### src/rtl/ddr_wtc_pkg.sv
package ddr_wtc_pkg;
  typedef enum logic [2:0] {
    CMD_NOP = 3'd0,
    CMD_ACT = 3'd1,
    CMD_RD  = 3'd2,
    CMD_WR  = 3'd3,
    CMD_PRE = 3'd4
  } cmd_e;

  typedef enum logic [1:0] {
    CAUSE_NONE = 2'b00,
    CAUSE_WTR  = 2'b01,
    CAUSE_WR   = 2'b10,
    CAUSE_RP   = 2'b11
  } cause_e;
endpackage

### src/rtl/ddr_wtc_burst.sv
module ddr_wtc_burst
  import ddr_wtc_pkg::*;
#(
  parameter int NB     = 4,
  parameter int CNT_W  = 4,
  parameter int PAIR_W = 4,
  localparam int BANK_W = $clog2(NB),
  localparam int HIST   = 1 << CNT_W
) (
  input  logic              clk_i,
  input  logic              rst_ni,
  input  cmd_e              cmd_i,
  input  logic [BANK_W-1:0] bank_i,
  input  logic              auto_pre_i,
  input  logic              pair_i,
  input  logic              last_i,
  input  logic [CNT_W-1:0]  t_wtr_i,
  input  logic [CNT_W-1:0]  t_wr_i,
  output logic              done_o,
  output logic [BANK_W-1:0] done_bank_o,
  output logic              done_ap_o,
  output logic              trunc_o,
  output logic [PAIR_W-1:0] kept_o
);
  logic              act_q, ap_q;
  logic [BANK_W-1:0] bank_q;
  logic [PAIR_W-1:0] pairs_q, dropped;
  logic [HIST-1:0]   hist_q;   // bit k: pair registered k+1 cycles ago
  logic [CNT_W-1:0]  win;
  logic              is_wr, is_rd, is_pre;

  assign is_wr  = (cmd_i == CMD_WR);
  assign is_rd  = (cmd_i == CMD_RD);
  assign is_pre = (cmd_i == CMD_PRE);

  assign trunc_o     = act_q && (is_rd || is_pre) && (bank_i == bank_q);
  assign done_o      = act_q && !trunc_o && ((pair_i && last_i) || is_wr);
  assign done_bank_o = bank_q;
  assign done_ap_o   = ap_q;
  assign win         = is_rd ? t_wtr_i : t_wr_i;

  always_comb begin
    dropped = '0;
    for (int k = 0; k < HIST; k++)
      if ((k < int'(win)) && hist_q[k]) dropped = dropped + PAIR_W'(1);
  end

  assign kept_o = pairs_q - dropped;

  always_ff @(posedge clk_i or negedge rst_ni) begin
    if (!rst_ni) begin
      act_q   <= 1'b0;
      ap_q    <= 1'b0;
      bank_q  <= '0;
      pairs_q <= '0;
      hist_q  <= '0;
    end else if (is_wr) begin
      act_q   <= 1'b1;
      ap_q    <= auto_pre_i;
      bank_q  <= bank_i;
      pairs_q <= '0;
      hist_q  <= '0;
    end else begin
      hist_q <= {hist_q[HIST-2:0], act_q && pair_i};
      if (trunc_o || done_o)    act_q   <= 1'b0;
      else if (act_q && pair_i) pairs_q <= pairs_q + PAIR_W'(1);
    end
  end

  assert_kept_range_R8: assert property (@(posedge clk_i) disable iff (!rst_ni)
    trunc_o |-> (dropped <= pairs_q));
  assert_wr_opens_R9: assert property (@(posedge clk_i) disable iff (!rst_ni)
    is_wr |=> act_q);
endmodule

### config.mk
export PLATFORM = sky130hd
export DESIGN_NAME = ddr_wtc_burst
export DESIGN_NICKNAME = d
export VERILOG_FILES = /design/src/rtl/ddr_wtc_pkg.sv /design/src/rtl/ddr_wtc_burst.sv
export SDC_FILE = /design/constraint.sdc
export NUM_CORES = 1
export LEC_CHECK = 0
export BUFFER_PORTS_ARGS = -buffer_cell sky130_fd_sc_hd__buf_4
export CELL_PAD_IN_SITES_DETAIL_PLACEMENT = 1
export CELL_PAD_IN_SITES_GLOBAL_PLACEMENT = 1
export CORE_MARGIN = 2
export CORE_UTILIZATION = 29
export DETAILED_ROUTE_END_ITERATION = 10
export PLACE_DENSITY = 0.55
export SYNTH_ARGS = -nofsm -noshare
export SYNTH_HDL_FRONTEND = slang
export SYNTH_SLANG_ARGS = --single-unit
### constraint.sdc
create_clock -name clk_i -period 14.1 [get_ports clk_i]
set_input_delay 0.705 -clock clk_i [delete_from_list [all_inputs] [get_ports clk_i]]
set_output_delay 0.705 -clock clk_i [all_outputs]
set_load 0.01 [all_outputs]
; Word-level counts from Yosys, hierarchy flattened
; Cells that the tools add are included.
[totals]
out_inout_bits = 9
ff_bits = 23
input_bits = 18
word_cells = 91
[op_classes]
n_lt_le_gt_ge = 15
n_eq_ne = 5
addsub = 16
n_mux = 22
n_reduce_logical = 28
[op_table]
columns = cell, count
row1 = 4-bit two-way mux, 18
row2 = "4-bit by 1-bit adder with 4-bit output, second input constant", 15
row3 = "4-bit < comparator, first input constant", 7
row4 = 1-bit logical AND, 21
row5 = "3-bit by 4-bit < comparator with 1-bit output, first input constant", 4
row6 = 15-bit two-way mux, 1
row7 = "1-bit by 4-bit < comparator with 1-bit output, first input constant", 2
row8 = "2-bit by 4-bit < comparator with 1-bit output, first input constant", 2
row9 = "3-bit by 2-bit equality test with 1-bit output, second input constant", 2
row10 = 2-bit nonzero test, 2
row11 = 4-bit subtractor, 1
row12 = "3-bit equality test, second input constant", 1
row13 = 1-bit logical OR, 3
row14 = 1-bit two-way mux, 3
row15 = 2-bit equality test, 1
row16 = "2-bit inequality test, second input constant", 1
row17 = 2-bit AND reduction, 1
row18 = 1-bit zero test, 1

; Longest topological paths before layout
[depth]
depth_word = 34
depth_mapped = 52
depth_no_buf = 49

; Least setup slack after synthesis
; Ideal clock, no wire load.
[synth_timing]
path_type = input -> output
from = in cmd_i[0]
to = out kept_o[3]
required_time_ps = 13395
n_path_buf = 3
path_stages = 49
setup_slack_ps = 2628
arrival_ps = 10767
path_cell_list = or3b_1 buf_2 buf_2 or3_1 o311ai_0 inv_1 ha_1 buf_2 or3_4 and2_1 inv_1 ha_1 xnor3_1 a221oi_1 inv_1 ha_1 and2_1 a221oi_1 (+13 left out) a31oi_1 ha_1 nand3_1 o21ai_0 a21oi_1 o32ai_1 a211o_1 ha_1 mux2i_1 ha_1 a21o_1 a21oi_1 xnor2_1 xnor3_1 xnor2_2 xnor2_1 xnor3_1 xnor2_1
[synth_via]
elab_chain_len = 34
elab_cells_between_ends = 62
classes_between = add/sub (15) / order compare (15) / eq/ne (1) / mux (16) / reduce/logical (15)
[synth_rtl]
columns = element, line_no
row1 = start: declaration, ddr_wtc_burst.sv:12  ; input cmd_e cmd_i,
row2 = 3-bit by 2-bit equality test with 1-bit output (*), ddr_wtc_burst.sv:33  ; assign is_rd = (cmd_i == CMD_RD);
row3 = 4-bit two-way mux (*), ddr_wtc_burst.sv:40  ; assign win = is_rd ? t_wtr_i : t_wr_i;
row4 = 1-bit by 4-bit < comparator with 1-bit output, ddr_wtc_burst.sv:45  ; if ((k < int'(win)) && hist_q[k]) dropped = dropped + PAIR_W'(1);
row5 = 1-bit logical AND, ddr_wtc_burst.sv:45
row6 = 1-bit two-way mux, ddr_wtc_burst.sv:45
row7 = 4-bit by 1-bit adder with 4-bit output, ddr_wtc_burst.sv:45
row8 = 4-bit two-way mux, ddr_wtc_burst.sv:45
row9 = 4-bit by 1-bit adder with 4-bit output, ddr_wtc_burst.sv:45
row10 = (+18 left out), n/a
row11 = 4-bit two-way mux, ddr_wtc_burst.sv:45
row12 = 4-bit by 1-bit adder with 4-bit output, ddr_wtc_burst.sv:45
row13 = 4-bit two-way mux, ddr_wtc_burst.sv:45
row14 = 4-bit by 1-bit adder with 4-bit output, ddr_wtc_burst.sv:45
row15 = 4-bit two-way mux, ddr_wtc_burst.sv:45
row16 = 4-bit by 1-bit adder with 4-bit output, ddr_wtc_burst.sv:45
row17 = 4-bit two-way mux (*), ddr_wtc_burst.sv:45
row18 = 4-bit subtractor (*), ddr_wtc_burst.sv:48  ; assign kept_o = pairs_q - dropped;
row19 = end: declaration, ddr_wtc_burst.sv:23  ; output logic [PAIR_W-1:0] kept_o
; Mark *: on every way between the ends. The rest lies on a longest branch, timed or not.

; Worst setup path after layout
; Same ends and word-level chain as after synthesis.

==> metrics.yaml <==
run_status:
  outcome: "completed"
clock_network:
  hold_buffers: 0
  clock_tree.root_cell: "clkbuf_8"
  numCtsBuffers: 3
  cts_buffer_depth: 2
  cts_tree: "built"
  clk_latency_ns: 0.27
  cts_sinks: 23
  post_cts_buffers: 0
  clk_pin_slew_worst_paths_ns: 0.09
  cts_resized: 0
  htree_levels: 1
setup_path:
  worstReg2RegEnd: "pairs_q[3]$_DFFE_PN0P_"
  critPathKind: "input port to output pin"
  crit_start: "cmd_i[0]"
  cp.required_ns: 13.40
  path_delay_family: "compound AO/OA/AOI/OAI gates"
  reg2reg_from: "done_bank_o[0]$_DFFE_PN0P_"
  critical_path_buf_inv_count: 6
  slowest_delay_ns: 0.60
  cp-endpoint: "kept_o[3]"
  crit_path_end_kind: "output pin"
  r2r.worst_path.cells: 8
  cp.depth: 48
  rrSetupSlack_ns: 12.24
  critPathMostFrequentCell: "ha_1"
  arrival_ns: 12.38
  slowest_stage: "or3b_1"
  worstSetupStartpointType: "input port"
  cp_max_fo: 13
floorplanning:
  rows: 37
  core_area_sq_um: 10400
  die-area_sq_um: 11600
  start_util_pct: 30.1
  die_x_microns: 108
  io_pins: 27
  die_h_microns: 108
worst_hold_path:
  hold_class: "input port to asynchronous set/reset pin"
run:
  max_cap_violations: 0
sta:
  clock.fmax_mhz: 76.4
  clock-skew-final_ns: 0.00612
  hold_viol_final: 0
  post-route-worst-setup-slack_ns: 1.01
  period_share_pct: 92.8
  drv_slew: 0
  worst_slew_pin_slew_ns: 0.835
  rsz0062_at_grt: "no"
  setup_viol: 0
  slew_headroom_pct: 43.6
  setup_tns_ns: 0
  period_needed_ns: 13.09
layout:
  register_area_sq_um: 576
  nets: 433
  insertedDiodeCount: 0
  fin_area_sq_um: 3470
  drive_gt1_share_pct: 14.7
  syn_to_final_growth_pct: 11.2
  multi_input_area_sq_um: 2400
  fill_cells: 1303
routing:
  drtIter0Drc: 54
  drcViolationCount: 0
  routedWlPerCell_microns: 15.4
  dr.pass1.iters: 4
  vias_per_cell: 5.16
  num_vias: 2735
  postRouteAntennaNets: 0
  finalWirelength_mm: 8.16
synthesis:
  syn_area_sq_um: 3120
  yosysWarnings: 0
  yosysUniqueCellTypes: 65
  synth_seq_cells: 23
  async_flop_share_pct: 100
  syn_inst: 379
  synth_area_per_cell_sq_um: 8.23
  synth_fp_nets: 417
  synth_edf_count: 0
  seq_area_frac_synth_pct: 18.5
  ys.flop_type: "dfrtp_1"
global_routing:
  grt_antenna_before_repair: 0
  grtUsageMet3_pct: 0.726
  overflow: 0
  grt_pass1_wl_mm: 14.1
  grt_usage_pct: 14.9
  grt_max_degree: 24
  grt_pass1_vias: 2807
  grt.busiest_layer: "met2"
  use_met1_pct: 20.1
  use_met2_pct: 26.6
placed_design:
  dp_hpwl_mm: 6.53
  routabilityCongestion: 0.816
  port_buffers: 26
  dp_slack_ns: 1.07
  post_dp_cell_area_sq_um: 3420
pwr:
  powerDensity_nw_per_um2: 95.9
  p_leak_uw: 0.00155
  ir_worst_vdd_mv: 0.0452
## area by class of cell
cell class / count / share of cell area (%)
sequential: 23 / 16.6
clock inverter: 1 / 0.144
multi-input combinational: 321 / 69.3
clock buffer: 3 / 1.19
timing repair buffer: 27 / 5.84
inverter: 19 / 2.06
tap: 136 / 4.91
## cell usage after synthesis (2+ instances only)
library cell	number	share of area, %
nand4_1	4	0.80
a31oi_1	5	1.0
a221oi_1	3	0.84
xnor2_2	4	2.1
nand3_1	15	2.4
buf_2	4	0.64
dfrtp_1	23	18
inv_1	19	2.3
nor2_1	21	2.5
nand2_1	46	5.5
clkbuf_1	11	1.3
o31ai_1	3	0.72
o2bb2ai_1	2	0.56
a211o_1	3	0.84
a21o_1	2	0.48
nor3_1	8	1.3
xnor3_2	2	1.5
nand2b_1	3	0.60
o311ai_0	2	0.56
or2_2	5	1.0
or3_1	4	0.80
o21ai_0	21	3.4
a22oi_2	2	0.80
xnor3_1	5	3.6
a211oi_1	4	0.96
nor2b_1	5	1.0
xnor2_4	2	1.8
o21a_1	2	0.48
o21ai_1	3	0.48
nand3b_1	3	0.72
o22ai_1	3	0.60
ha_1	19	7.6
xor2_1	12	3.4
and3_1	6	1.2
and2_1	20	4.0
o211ai_1	7	1.7
nor3b_1	2	0.48
a21oi_1	14	2.2
mux2i_1	8	2.6
xnor2_1	27	7.6
## placed cells by master (no fill, tap or decap), drive strengths merged, types with 2 or more instances in the layout
cell type / instances
nand2: 47
xnor2: 33
buf: 27
o21ai: 25
dfrtp: 23
nor2: 22
and2: 20
inv: 19
ha: 19
nand3: 15
a21oi: 14
xor2: 13
mux2i: 9
nor3: 8
o211ai: 7
xnor3: 7
and3: 6
a31oi: 6
or2: 5
nor2b: 5
or3: 5
a211oi: 4
nand4: 4
o31ai: 4
nand3b: 3
o22ai: 3
a221oi: 3
a211o: 3
nand2b: 3
clkbuf: 3
nor3b: 3
o311ai: 2
o21a: 2
a21o: 2
o2bb2ai: 2
a22oi: 2
mux2: 2
## logic make-up after synthesis
group,Yosys count,share of synthesized area (%)
simple gates,151,25.1
xor+xnor,53,20.5
buf+inv,35,4.49
flops,23,18.5
compound gates,86,19.1
fa+ha+maj,20,8.27
mux,11,4.13
## how the worst min path moves through the flow
stage	from	to
2_1_floorplan	rst_ni	act_q$_DFFE_PN0P_
3_3_place_gp	hist_q[9]$_DFF_PN0_	hist_q[10]$_DFF_PN0_
3_5_place_dp	hist_q[13]$_DFF_PN0_	hist_q[14]$_DFF_PN0_
4_1_cts	rst_ni	hist_q[5]$_DFF_PN0_
5_1_grt	rst_ni	hist_q[5]$_DFF_PN0_
6_report	rst_ni	hist_q[5]$_DFF_PN0_
## registers in the layout (all words and copies together) (netlist names)
| signal | flops |
|---|---|
| hist_q | 15 |
| pairs_q | 4 |
| done_bank_o | 2 |
| act_q | 1 |
| done_ap_o | 1 |
## per-stage QoR
step | instances | utilization, % | hold slack [ns] | total power, uW
after floorplan | 379 | - | 0.409 | 238
after global placement | 526 | 33.0 | 0.463 | 291
after detailed placement | 526 | 33.0 | 0.467 | 294
after CTS | 530 | 33.4 | 0.325 | 338
after global routing | 530 | 33.4 | 0.334 | 364
final | 530 | 33.4 | 0.315 | 333
## power breakdown
group / switching, uW / leakage [uW] / internal (uW)
clock network: 22.5 / 0.0000255 / 19.8
registers: 6.59 / 0.000309 / 72.3
logic: 108 / 0.00121 / 103
total: 137 / 0.00155 / 195
## worst register-to-register path, cell delays in order (launching register included)
cell and delay, ns:
dfrtp_1 0.41, xnor2_1 0.13, nand3b_1 0.09, nor3_1 0.06, nand2b_1 0.17, nor3_1 0.49, nand4_1 0.18, xor2_1 0.16
nor2_1 0.05
## per-layer routing
layer / routed length [microns] / vias to the layer above
met2: 4020 / 25
met3: 101 / 5
met5: 0 / -
met4: 59 / 0
met1: 3980 / 1333
li1: - / 1372
Note: power is estimated with default switching activity, not from simulation.
